### src/rtl/codec_cfg_pkg.sv
package codec_cfg_pkg;
  localparam int unsigned N_WRITES = 6;
  localparam int unsigned IDX_W    = 3;
  localparam int unsigned FRAME_W  = 24;

  typedef enum logic [2:0] {LK_IDLE, LK_START, LK_BIT, LK_ACK, LK_STOP} link_state_e;
  typedef enum logic [1:0] {SQ_IDLE, SQ_LAUNCH, SQ_WAIT} seq_state_e;

  // {reg[6:0], value[8:0]}
  function automatic logic [15:0] init_word(input logic [IDX_W-1:0] idx);
    case (idx)
      3'd0:    init_word = {7'h0f, 9'h000};
      3'd1:    init_word = {7'h06, 9'h000};
      3'd2:    init_word = {7'h04, 9'h014};
      3'd3:    init_word = {7'h07, 9'h042};
      3'd4:    init_word = 16'h100e;
      3'd5:    init_word = {7'h09, 9'h001};
      default: init_word = 16'h0000;
    endcase
  endfunction
endpackage

### src/rtl/cfg_init_rom.sv
module cfg_init_rom
  import codec_cfg_pkg::*;
#(
  parameter logic [6:0] DEV_ADDR = 7'h34
) (
  input  logic [IDX_W-1:0]   idx_i,
  output logic [FRAME_W-1:0] frame_o
);
  // write-only device: R/W bit fixed to 0
  assign frame_o = {DEV_ADDR, 1'b0, init_word(idx_i)};
endmodule

### src/rtl/cfg_quarter_timer.sv
module cfg_quarter_timer #(
  parameter int unsigned DIV = 125
) (
  input  logic clk_i,
  input  logic rst_ni,
  input  logic en_i,
  output logic tick_o
);
  localparam int unsigned CW = (DIV > 1) ? $clog2(DIV) : 1;
  localparam logic [CW-1:0] LAST = CW'(DIV - 1);

  logic [CW-1:0] cnt_q;

  always_ff @(posedge clk_i or negedge rst_ni) begin
    if (!rst_ni)            cnt_q <= '0;
    else if (!en_i)         cnt_q <= '0;
    else if (cnt_q == LAST) cnt_q <= '0;
    else                    cnt_q <= cnt_q + 1'b1;
  end

  assign tick_o = en_i && (cnt_q == LAST);

  a_r11_tick_spacing: assert property (@(posedge clk_i) disable iff (!rst_ni)
    tick_o |=> !tick_o)
    else $error("R11: back-to-back quarter ticks");
endmodule

### src/rtl/cfg_link_fsm.sv
module cfg_link_fsm
  import codec_cfg_pkg::*;
(
  input  logic               clk_i,
  input  logic               rst_ni,
  input  logic               go_i,
  input  logic [FRAME_W-1:0] frame_i,
  input  logic               tick_i,
  input  logic               sda_i,
  output logic               busy_o,
  output logic               done_o,
  output logic               nack_o,
  output logic               scl_o,
  output logic               sda_o
);
  link_state_e        state_q;
  logic [1:0]         qtr_q;
  logic [2:0]         bit_q;
  logic [1:0]         byte_q;
  logic [FRAME_W-1:0] sh_q;
  logic               nack_q, done_q, hold_q;
  logic [1:0]         sync_q;
  logic               sda_s, scl_c, sda_c;

  always_ff @(posedge clk_i or negedge rst_ni) begin
    if (!rst_ni) sync_q <= 2'b11;
    else         sync_q <= {sync_q[0], sda_i};
  end
  assign sda_s = sync_q[1];

  always_ff @(posedge clk_i or negedge rst_ni) begin
    if (!rst_ni) begin
      state_q <= LK_IDLE;
      qtr_q   <= '0;
      bit_q   <= 3'd7;
      byte_q  <= '0;
      sh_q    <= '0;
      nack_q  <= 1'b0;
      done_q  <= 1'b0;
    end else begin
      done_q <= 1'b0;
      if (state_q == LK_IDLE) begin
        if (go_i) begin
          state_q <= LK_START;
          qtr_q   <= '0;
          bit_q   <= 3'd7;
          byte_q  <= '0;
          sh_q    <= frame_i;
          nack_q  <= 1'b0;
        end
      end else if (tick_i) begin
        qtr_q <= qtr_q + 2'd1;
        if (qtr_q == 2'd3) begin
          unique case (state_q)
            LK_START: state_q <= LK_BIT;
            LK_BIT: begin
              sh_q <= sh_q << 1;
              if (bit_q == 3'd0) state_q <= LK_ACK;
              else               bit_q   <= bit_q - 3'd1;
            end
            LK_ACK: begin
              bit_q <= 3'd7;
              if (sda_s) begin
                nack_q  <= 1'b1;
                state_q <= LK_STOP;
              end else if (byte_q == 2'd2) begin
                state_q <= LK_STOP;
              end else begin
                byte_q  <= byte_q + 2'd1;
                state_q <= LK_BIT;
              end
            end
            LK_STOP: begin
              state_q <= LK_IDLE;
              done_q  <= 1'b1;
            end
            default: state_q <= LK_IDLE;
          endcase
        end
      end
    end
  end

  // quarter 0 of a slot holds data so it never moves on a clock edge
  always_comb begin
    scl_c = 1'b1;
    sda_c = 1'b1;
    unique case (state_q)
      LK_START: begin scl_c = (qtr_q != 2'd3); sda_c = (qtr_q == 2'd0); end
      LK_BIT:   begin scl_c = qtr_q[1]; sda_c = (qtr_q == 2'd0) ? hold_q : sh_q[FRAME_W-1]; end
      LK_ACK:   begin scl_c = qtr_q[1]; sda_c = (qtr_q == 2'd0) ? hold_q : 1'b1; end
      LK_STOP:  begin scl_c = qtr_q[1]; sda_c = (qtr_q == 2'd0) ? hold_q : (qtr_q == 2'd3); end
      default:  begin scl_c = 1'b1; sda_c = 1'b1; end
    endcase
  end

  always_ff @(posedge clk_i or negedge rst_ni) begin
    if (!rst_ni) hold_q <= 1'b1;
    else         hold_q <= sda_c;
  end

  assign scl_o  = scl_c;
  assign sda_o  = sda_c;
  assign busy_o = (state_q != LK_IDLE);
  assign done_o = done_q;
  assign nack_o = nack_q;

  a_r6_data_on_low_clock: assert property (@(posedge clk_i) disable iff (!rst_ni)
    (scl_o && $past(scl_o) && (sda_o != $past(sda_o))) |->
      ((state_q == LK_START && qtr_q == 2'd1) || (state_q == LK_STOP && qtr_q == 2'd3)))
    else $error("R6: data moved while clock high");

  a_r8_nack_to_stop: assert property (@(posedge clk_i) disable iff (!rst_ni)
    (tick_i && state_q == LK_ACK && qtr_q == 2'd3 && sda_s) |=> (state_q == LK_STOP && nack_q))
    else $error("R8: missing acknowledge not followed by stop");

  a_r2_go_only_idle: assert property (@(posedge clk_i) disable iff (!rst_ni)
    go_i |-> (state_q == LK_IDLE))
    else $error("R2: launch while transaction open");
endmodule

### src/rtl/codec_cfg_master.sv
module codec_cfg_master
  import codec_cfg_pkg::*;
#(
  parameter int unsigned CLK_DIV  = 125,
  parameter logic [6:0]  DEV_ADDR = 7'h34
) (
  input  logic clk_i,
  input  logic rst_ni,
  input  logic start_i,
  input  logic sda_i,
  output logic scl_o,
  output logic sda_o,
  output logic busy_o,
  output logic done_o,
  output logic err_o
);
  localparam logic [IDX_W-1:0] LAST_IDX = IDX_W'(N_WRITES - 1);

  seq_state_e         sq_q;
  logic [IDX_W-1:0]   idx_q;
  logic               done_q, err_q;
  logic [FRAME_W-1:0] frame;
  logic               go, tick, lk_busy, lk_done, lk_nack;

  cfg_init_rom #(.DEV_ADDR(DEV_ADDR)) u_rom (
    .idx_i   (idx_q),
    .frame_o (frame)
  );

  cfg_quarter_timer #(.DIV(CLK_DIV)) u_timer (
    .clk_i  (clk_i),
    .rst_ni (rst_ni),
    .en_i   (lk_busy),
    .tick_o (tick)
  );

  cfg_link_fsm u_link (
    .clk_i   (clk_i),
    .rst_ni  (rst_ni),
    .go_i    (go),
    .frame_i (frame),
    .tick_i  (tick),
    .sda_i   (sda_i),
    .busy_o  (lk_busy),
    .done_o  (lk_done),
    .nack_o  (lk_nack),
    .scl_o   (scl_o),
    .sda_o   (sda_o)
  );

  assign go = (sq_q == SQ_LAUNCH);

  always_ff @(posedge clk_i or negedge rst_ni) begin
    if (!rst_ni) begin
      sq_q   <= SQ_IDLE;
      idx_q  <= '0;
      done_q <= 1'b0;
      err_q  <= 1'b0;
    end else begin
      unique case (sq_q)
        SQ_IDLE: if (start_i) begin
          idx_q  <= '0;
          done_q <= 1'b0;
          err_q  <= 1'b0;
          sq_q   <= SQ_LAUNCH;
        end
        SQ_LAUNCH: sq_q <= SQ_WAIT;
        SQ_WAIT: if (lk_done) begin
          if (lk_nack) begin
            err_q <= 1'b1;
            sq_q  <= SQ_IDLE;
          end else if (idx_q == LAST_IDX) begin
            done_q <= 1'b1;
            sq_q   <= SQ_IDLE;
          end else begin
            idx_q <= idx_q + 1'b1;
            sq_q  <= SQ_LAUNCH;
          end
        end
        default: sq_q <= SQ_IDLE;
      endcase
    end
  end

  assign busy_o = (sq_q != SQ_IDLE);
  assign done_o = done_q;
  assign err_o  = err_q;

  a_r8_flags_exclusive: assert property (@(posedge clk_i) disable iff (!rst_ni)
    !(done_o && err_o))
    else $error("R8: done and error together");

  a_r9_end_reports: assert property (@(posedge clk_i) disable iff (!rst_ni)
    $fell(busy_o) |-> (done_o || err_o))
    else $error("R9: run ended with no outcome flag");

  a_r10_start_clears: assert property (@(posedge clk_i) disable iff (!rst_ni)
    (!busy_o && start_i) |=> (busy_o && !done_o && !err_o))
    else $error("R10: start from idle did not restart");
endmodule

### config.mk
export PLATFORM = sky130hd
export DESIGN_NAME = codec_cfg_master
export DESIGN_NICKNAME = d
export VERILOG_FILES = /design/src/rtl/codec_cfg_pkg.sv /design/src/rtl/cfg_init_rom.sv /design/src/rtl/cfg_quarter_timer.sv /design/src/rtl/cfg_link_fsm.sv /design/src/rtl/codec_cfg_master.sv
export SDC_FILE = /design/constraint.sdc
export NUM_CORES = 1
export LEC_CHECK = 0
export BUFFER_PORTS_ARGS = -buffer_cell sky130_fd_sc_hd__buf_2
export CAP_MARGIN = 10
export CELL_PAD_IN_SITES_DETAIL_PLACEMENT = 1
export CELL_PAD_IN_SITES_GLOBAL_PLACEMENT = 2
export CORE_MARGIN = 2
export CORE_UTILIZATION = 35
export DETAILED_ROUTE_END_ITERATION = 16
export PLACE_DENSITY = 0.72
export SYNTH_ARGS = -nofsm -noshare
export SYNTH_HDL_FRONTEND = slang
export SYNTH_SLANG_ARGS = --single-unit
### constraint.sdc
create_clock -name clk_i -period 2.3 [get_ports clk_i]
set_clock_uncertainty 0.05 [all_clocks]
set_input_delay 0.23 -clock clk_i [delete_from_list [all_inputs] [get_ports clk_i]]
set_output_delay 0.23 -clock clk_i [all_outputs]
set_load 0.02 [all_outputs]
# After elaboration in Yosys (flattened, before gate mapping)
# Cells that the tools add are included.
op_classes:
  addsub: 5
  n_eq_ne: 26
  mux: 64
  reduce_logical: 26
ops:
  columns: ["cell", "count"]
  rows:
  - ["two-way mux 24 bit", 5]
  - ["one-hot mux 13 bit (6 select lines)", 1]
  - ["two-way mux 3 bit", 16]
  - ["two-way mux 2 bit", 11]
  - ["two-way mux 1 bit", 21]
  - ["AND reduction 5 bit", 4]
  - ["two-way mux 7 bit", 2]
  - ["!= test 2 bit, second input constant", 7]
  - ["nonzero test 2 bit", 7]
  - ["equality test 3 x 2 -> 1 bit, second input constant", 4]
  - ["one-hot mux 3 bit (2 select lines)", 2]
  - ["AND reduction 4 bit", 3]
  - ["equality test 3 bit, second input constant", 3]
  - ["logical NOT 3 bit", 3]
  - ["one-hot mux 3 bit (3 select lines)", 1]
  - ["adder 7 x 1 -> 7 bit, second input constant", 1]
  - ["equality test 7 bit, second input constant", 1]
  - ["equality test 2 bit, second input constant", 3]
  - ["equality test 3 x 1 -> 1 bit, second input constant", 2]
  - ["!= test 2 x 1 -> 1 bit, second input constant", 3]
  - ["one-hot mux 1 bit (2 select lines)", 3]
  - ["one-hot mux 2 bit (3 select lines)", 1]
  - ["AND reduction 6 bit", 1]
  - ["nonzero test 3 bit", 2]
  - ["other kinds (11)", 14]
word_totals:
  ff_bits: 53
  elab_cells: 135

# Logic depth before layout (Yosys ltp)
depth:
  depth_word: 7
  ltp_mapped: 7

# By module
# Synthesis repeated with hierarchy kept, for this count alone.
hier_totals:
  hier_cells: 279
  area_unflattened_um2: 3085.5
by_module_without_submodules:
  columns: ["module", "instances", "cells_each", "area_per_inst_um2", "seq_area_each_um2"]
  rows:
  - ["cfg_link_fsm", 1, 176, 2143.3, 983.4]
  - ["codec_cfg_master", 1, 37, 391.6, 175.2]
  - ["cfg_quarter_timer", 1, 35, 336.6, 175.2]
  - ["cfg_init_rom", 1, 31, 214.0, 0.0]

# Worst setup path before layout
# No wires, ideal clock.
synth_timing:
  kind: "register -> register"
  start: "register idx_q[0]"
  end: "register u_link.sh_q[1]"
  setup_time_ns: 0.125
  arrival_ns: 1.558
  setup_slack_ns: 0.567
  stages_incl_launch_ff: 7
  synth_period_minus_slack_ns: 1.733
  cell_sequence: "dfrtp_1 > ha_1 > ha_1 > or3_1 > a21oi_1 > o31ai_1 > mux2_2"
synth_between:
  elab_chain_cells: 4
  elab_cells_between_ends: 9
  classes_between: "eq/ne: 5; mux: 3; reduce/logical: 1"
synth_lines:
  columns: ["item", "line", "rtl"]
  rows:
  - ["start: declaration", "codec_cfg_master.sv:20", "logic [IDX_W-1:0] idx_q;"]
  - ["start signal: assignment", "codec_cfg_master.sv:76", "idx_q <= idx_q + 1'b1;"]
  - ["equality test 3 bit, or another cell as far along", "codec_cfg_pkg.sv:11", "case (idx)"]
  - ["one-hot mux 13 bit (6 select lines) (*)", "codec_cfg_pkg.sv:11", null]
  - ["two-way mux 24 bit (*)", "cfg_link_fsm.sv:43", "if (go_i) begin"]
  - ["two-way mux 24 bit (*)", "cfg_link_fsm.sv:42", "if (state_q == LK_IDLE) begin"]
  - ["end signal: assignment", "cfg_link_fsm.sv:48", "sh_q <= frame_i;"]
  - ["end signal: assignment", "cfg_link_fsm.sv:57", "sh_q <= sh_q << 1;"]
  - ["end: declaration", "cfg_link_fsm.sv:20", "logic [FRAME_W-1:0] sh_q;"]
# Mark *: on every way between the ends. The rest lies on a longest branch, timed or not. The select of a mux whose other input is x is not followed.
# A chain may end at the register's enable or synchronous reset.

# Worst setup path in the final report
layout_timing:
  start: "register u_link.state_q[1]"
  end: "output sda_o"
layout_between:
  elab_chain_cells: 2
  elab_cells_between_ends: 5
  classes_between: "eq/ne: 4; mux: 1"
layout_lines:
  columns: ["item", "line", "rtl"]
  rows:
  - ["start: declaration", "cfg_link_fsm.sv:16", "link_state_e state_q;"]
  - ["start signal: assignment", "cfg_link_fsm.sv:33", "state_q <= LK_IDLE;"]
  - ["start signal: assignment", "cfg_link_fsm.sv:44", "state_q <= LK_START;"]
  - ["start signal: assignment", "cfg_link_fsm.sv:55", "LK_START: state_q <= LK_BIT;"]
  - ["equality test 3 bit, or another cell as far along", "cfg_link_fsm.sv:88", "unique case (state_q)"]
  - ["one-hot mux 1 bit (4 select lines) (*)", "cfg_link_fsm.sv:88", null]
  - ["end: declaration", "codec_cfg_master.sv:12", "output logic sda_o,"]
# Mark *: on every way between the ends. The rest lies on a longest branch, timed or not.

==> flow_summary.rst <==
.. list-table::
   :header-rows: 1

   * - Metric
     - Value
   * - Result of the run
     - finished clean
   * - Total power divided by cell area
     - 938 nW/um^2
   * - Post-Syn Nets
     - 296
   * - Y dimension of the die
     - 94.0 um
   * - RSZ-0062 raised after global routing
     - no
   * - Cell-by-cell listing of the critical path
     - buf_4 -> inv_1 -> nor2_1 -> a22oi_1 -> o32ai_2 -> buf_2
   * - Post-CTS setup buffer count
     - 0
   * - CP Class
     - register to output port
   * - Final slew viol count
     - 0
   * - Antenna violations before repair
     - 0
   * - Count of distinct cell types in the synthesized netlist
     - 58
   * - Sum of negative setup slack
     - 0 ns
   * - Cell count after synthesis
     - 279
   * - Top Usage Layer GRT
     - met2
   * - Nets
     - 316
   * - Number of enable-type register cells in the synthesized netlist
     - 0
   * - CTS tree
     - built
   * - Data required time of the worst path
     - 2.02 ns
   * - Seq/Total Area, Yosys
     - 47.0%
   * - Number of I/O pins
     - 9
   * - Transition at the pin with the smallest max-transition slack
     - 0.501 ns
   * - Minimum clock period after layout
     - 2.08 ns
   * - Overall overflow remaining after global route
     - 0
   * - Number of rows created at floorplan
     - 32
   * - Top cell type by total area after synthesis
     - dfrtp_1
   * - Biggest fanout along the worst timing path
     - 11
   * - Post-synthesis cell area
     - 2840 sq um
   * - Count of warnings emitted by yosys
     - 0
   * - Number of failing hold endpoints at the final stage
     - 0
   * - Pin count of the biggest net entering global routing
     - 34
   * - Iteration-0 DRC Markers
     - 44
   * - Startpoint kind of the worst setup timing path
     - register
   * - Root buf cell
     - clkbuf_8
   * - Relative slew slack
     - 66.6%
   * - Ratio of routed vias to standard cells
     - 5.09
   * - WP data arrival
     - 1.80 ns
   * - Antenna diode instance count
     - 0
   * - Synth top area share
     - 41.5%
   * - CTS clk-pin slew, worst paths
     - 0.11 ns
   * - Total internal power
     - 1.93 mW
   * - Detailed-route DRC error count
     - 0
   * - Final weighted congestion of routability-driven global placement
     - 0.727
   * - Leading cell types by total area after synthesis
     - dfrtp_1 (41%), ha_1 (5.7%), dfstp_2 (5.6%), mux2i_1 (5.3%), nand2_1 (4.5%)
   * - Main synth FF type
     - dfrtp_1
   * - DRT Pass-1 Iters
     - 4
   * - Die area
     - 8840 sq um
   * - GR Util met3
     - 2.65%
   * - Core Region
     - 7810 sq um
   * - Biggest cell delay along the critical path
     - 0.51 ns
   * - Placed wire-length estimate
     - 4.50 mm
   * - Final setup violation count
     - 0
   * - Number of buffers on the longest clock path
     - 2
   * - Max Clk Rate
     - 481 MHz
   * - Count of H-tree levels built during CTS
     - 2
   * - Slowest stage cell on the critical path
     - dfrtp_2
   * - Number of port buffers
     - 8
   * - Wire length of the first global-routing pass
     - 11.0 mm
   * - Clk network pwr share
     - 22.8%
   * - Number of buffers created by CTS
     - 5
   * - Number of vias after detailed routing
     - 2046
   * - Effective utilization at floorplan
     - 36.3%
   * - Fin crit share
     - 90.4%
   * - Sequential share of power
     - 43.7%
   * - Routed wire length per instance
     - 15.4 um
   * - Net switching power
     - 1.06 mW
   * - Area growth from synthesis to layout
     - 12.7%
   * - Layout Utilization
     - 40.9%
   * - Number of global-route vias before repair
     - 2218
   * - Source-to-sink clock delay at the later pin of the worst-skew pair
     - 0.32 ns
   * - IR Drop Worst-Case VDD
     - 0.358 mV
   * - Post-synthesis async set-or-reset flop share
     - 100%
   * - Avg Inst Size Synth
     - 10.2 sq um
   * - Post-synthesis register bit count
     - 53
   * - Horizontal die dimension
     - 94.0 um
   * - Number of max-cap violations
     - 0
   * - Met1 demand-to-capacity share in global routing
     - 21.3%
   * - Leakage power figure
     - 1.49 nW
   * - CTS Sinks
     - 53
   * - Share of layout cells above drive strength 1
     - 19.7%
   * - Type of the most critical hold path
     - input port to register
   * - Total GRT Usage
     - 15.8%
   * - Detailed Route WL
     - 6.18 mm
   * - Post-DRT Antenna Nets
     - 0
   * - Met2 layer usage reported by global route
     - 26.3%
   * - Category of the worst setup path capture point
     - output port
   * - Part of the total power dissipated in combinational logic
     - 33.5%
   * - Fraction of power spent switching nets
     - 35.5%
   * - Worst Hold Margin
     - 0.141 ns
[path summary, 6_finish.rpt]
check,startpoint,endpoint,slack [ns],cells past startpoint
setup reg to reg,u_timer.cnt_q[0],u_link.sh_q[18],0.35,7
hold / removal,start_i,done_o,0.14,4
max in group asynchronous,rst_ni,u_link.sync_q[0],1.23,3
min in group asynchronous,rst_ni,u_link.state_q[0],0.34,2
hold reg to reg,u_link.sync_q[0],u_link.sync_q[1],0.32,0
setup / recovery,u_link.state_q[1],sda_o,0.22,6
[per-layer routing]
metal / vias to the layer above / part of all wire, % / routed length (um)
met5: - / 0 / 0
met2: 16 / 48 / 2950
met4: 0 / 1.2 / 75
li1: 992 / - / -
met3: 7 / 2.0 / 126
met1: 1031 / 49 / 3030
[cell families after synthesis]
group                      after synthesis  share of synthesized area [%]
xor gates and xnor gates                 6                           1.85
muxes                                   28                           10.9
AOI/OAI and AO/OA                       44                           10.7
buffers and inverters                   40                           6.31
and+or+nand+nor                         95                           17.5
adders and majority gates               13                           5.73
DFF                                     53                           47.0
[metrics by stage]
stage	power, mW	instance area [sq um]	std cells	worst slack, ns
floorplan	2.03	2840	279	0.567
global placement	2.32	3050	392	0.277
detailed placement	2.35	3050	392	0.308
CTS	3.05	3190	402	0.0190
global route	3.23	3200	402	0.0847
finish	3.00	3200	402	0.222
[power groups by stage]
| stage | combinational, mW | clock (mW) | sequential, mW |
|---|---|---|---|
| after global placement | 1.01 | 0 | 1.31 |
| after CTS | 1.03 | 0.712 | 1.31 |
| after detailed placement | 1.02 | 0 | 1.33 |
| final | 1.00 | 0.683 | 1.31 |
| after global routing | 1.14 | 0.743 | 1.35 |
| after floorplan | 0.750 | 0 | 1.28 |
[worst max-delay path, delay by kind of cell, from the launching register on]
kind / cells / cell delay, ns
buffers and inverters: 3 / 0.46
flip-flops: 1 / 0.51
AO/OA/AOI/OAI: 2 / 0.38
AND/OR/NAND/NOR: 1 / 0.12
[sequential cells by signal, summed over array words and instances (netlist names)]
name / cells
done_o: 1
u_link.sync_q: 2
u_link.nack_o: 1
err_o: 1
u_link.sh_q: 24
u_link.done_o: 1
u_link.bit_q: 3
u_link.hold_q: 1
idx_q: 3
u_timer.cnt_q: 7
u_link.qtr_q: 2
u_link.byte_q: 2
u_link.state_q: 3
sq_q: 2
[area by class of cell]
type / count / area [sq um]
fill: 901 / 4610
inverter: 30 / 113
tap: 102 / 128
timing repair buffer: 23 / 170
sequential: 53 / 1340
multi-input combinational: 186 / 1330
clock buffer: 5 / 68.8
clock inverter: 3 / 50.0
[cells in the mapped netlist (all sizes together), types with 4 or more instances]
library cell / number
nand2: 34
xor2: 4
ha: 13
or3: 4
o21ai: 12
buf: 9
a21oi: 7
mux2i: 15
nor2: 17
nand4: 4
nand2b: 4
nand3: 10
dfrtp: 47
dfstp: 6
inv: 30
mux2: 13
[placed cells by master, fill, tap and decap left out, types with 4 or more instances in the layout]
cell type | netlist | final
nand2b_1 | 4 | 4
mux2_2 | 10 | 10
a21oi_1 | 7 | 7
dfrtp_1 | 47 | 46
mux2i_1 | 15 | 15
buf_4 | 2 | 12
xor2_1 | 4 | 4
nor2_1 | 17 | 17
dfstp_2 | 6 | 6
nand3_1 | 9 | 9
o21ai_0 | 9 | 9
buf_2 | 5 | 8
or3_1 | 4 | 4
clkbuf_8 | 0 | 5
inv_1 | 30 | 30
ha_1 | 13 | 13
nand2_1 | 34 | 34
[repair_timing]
item                                    in CTS  in global routing
endpoints found under the hold margin       18                  0
hold buffers                                 2                  0
endpoints found under the setup margin       0                  1
resized for setup                            0                  2
No activity file was read; power rests on OpenSTA's default activity.
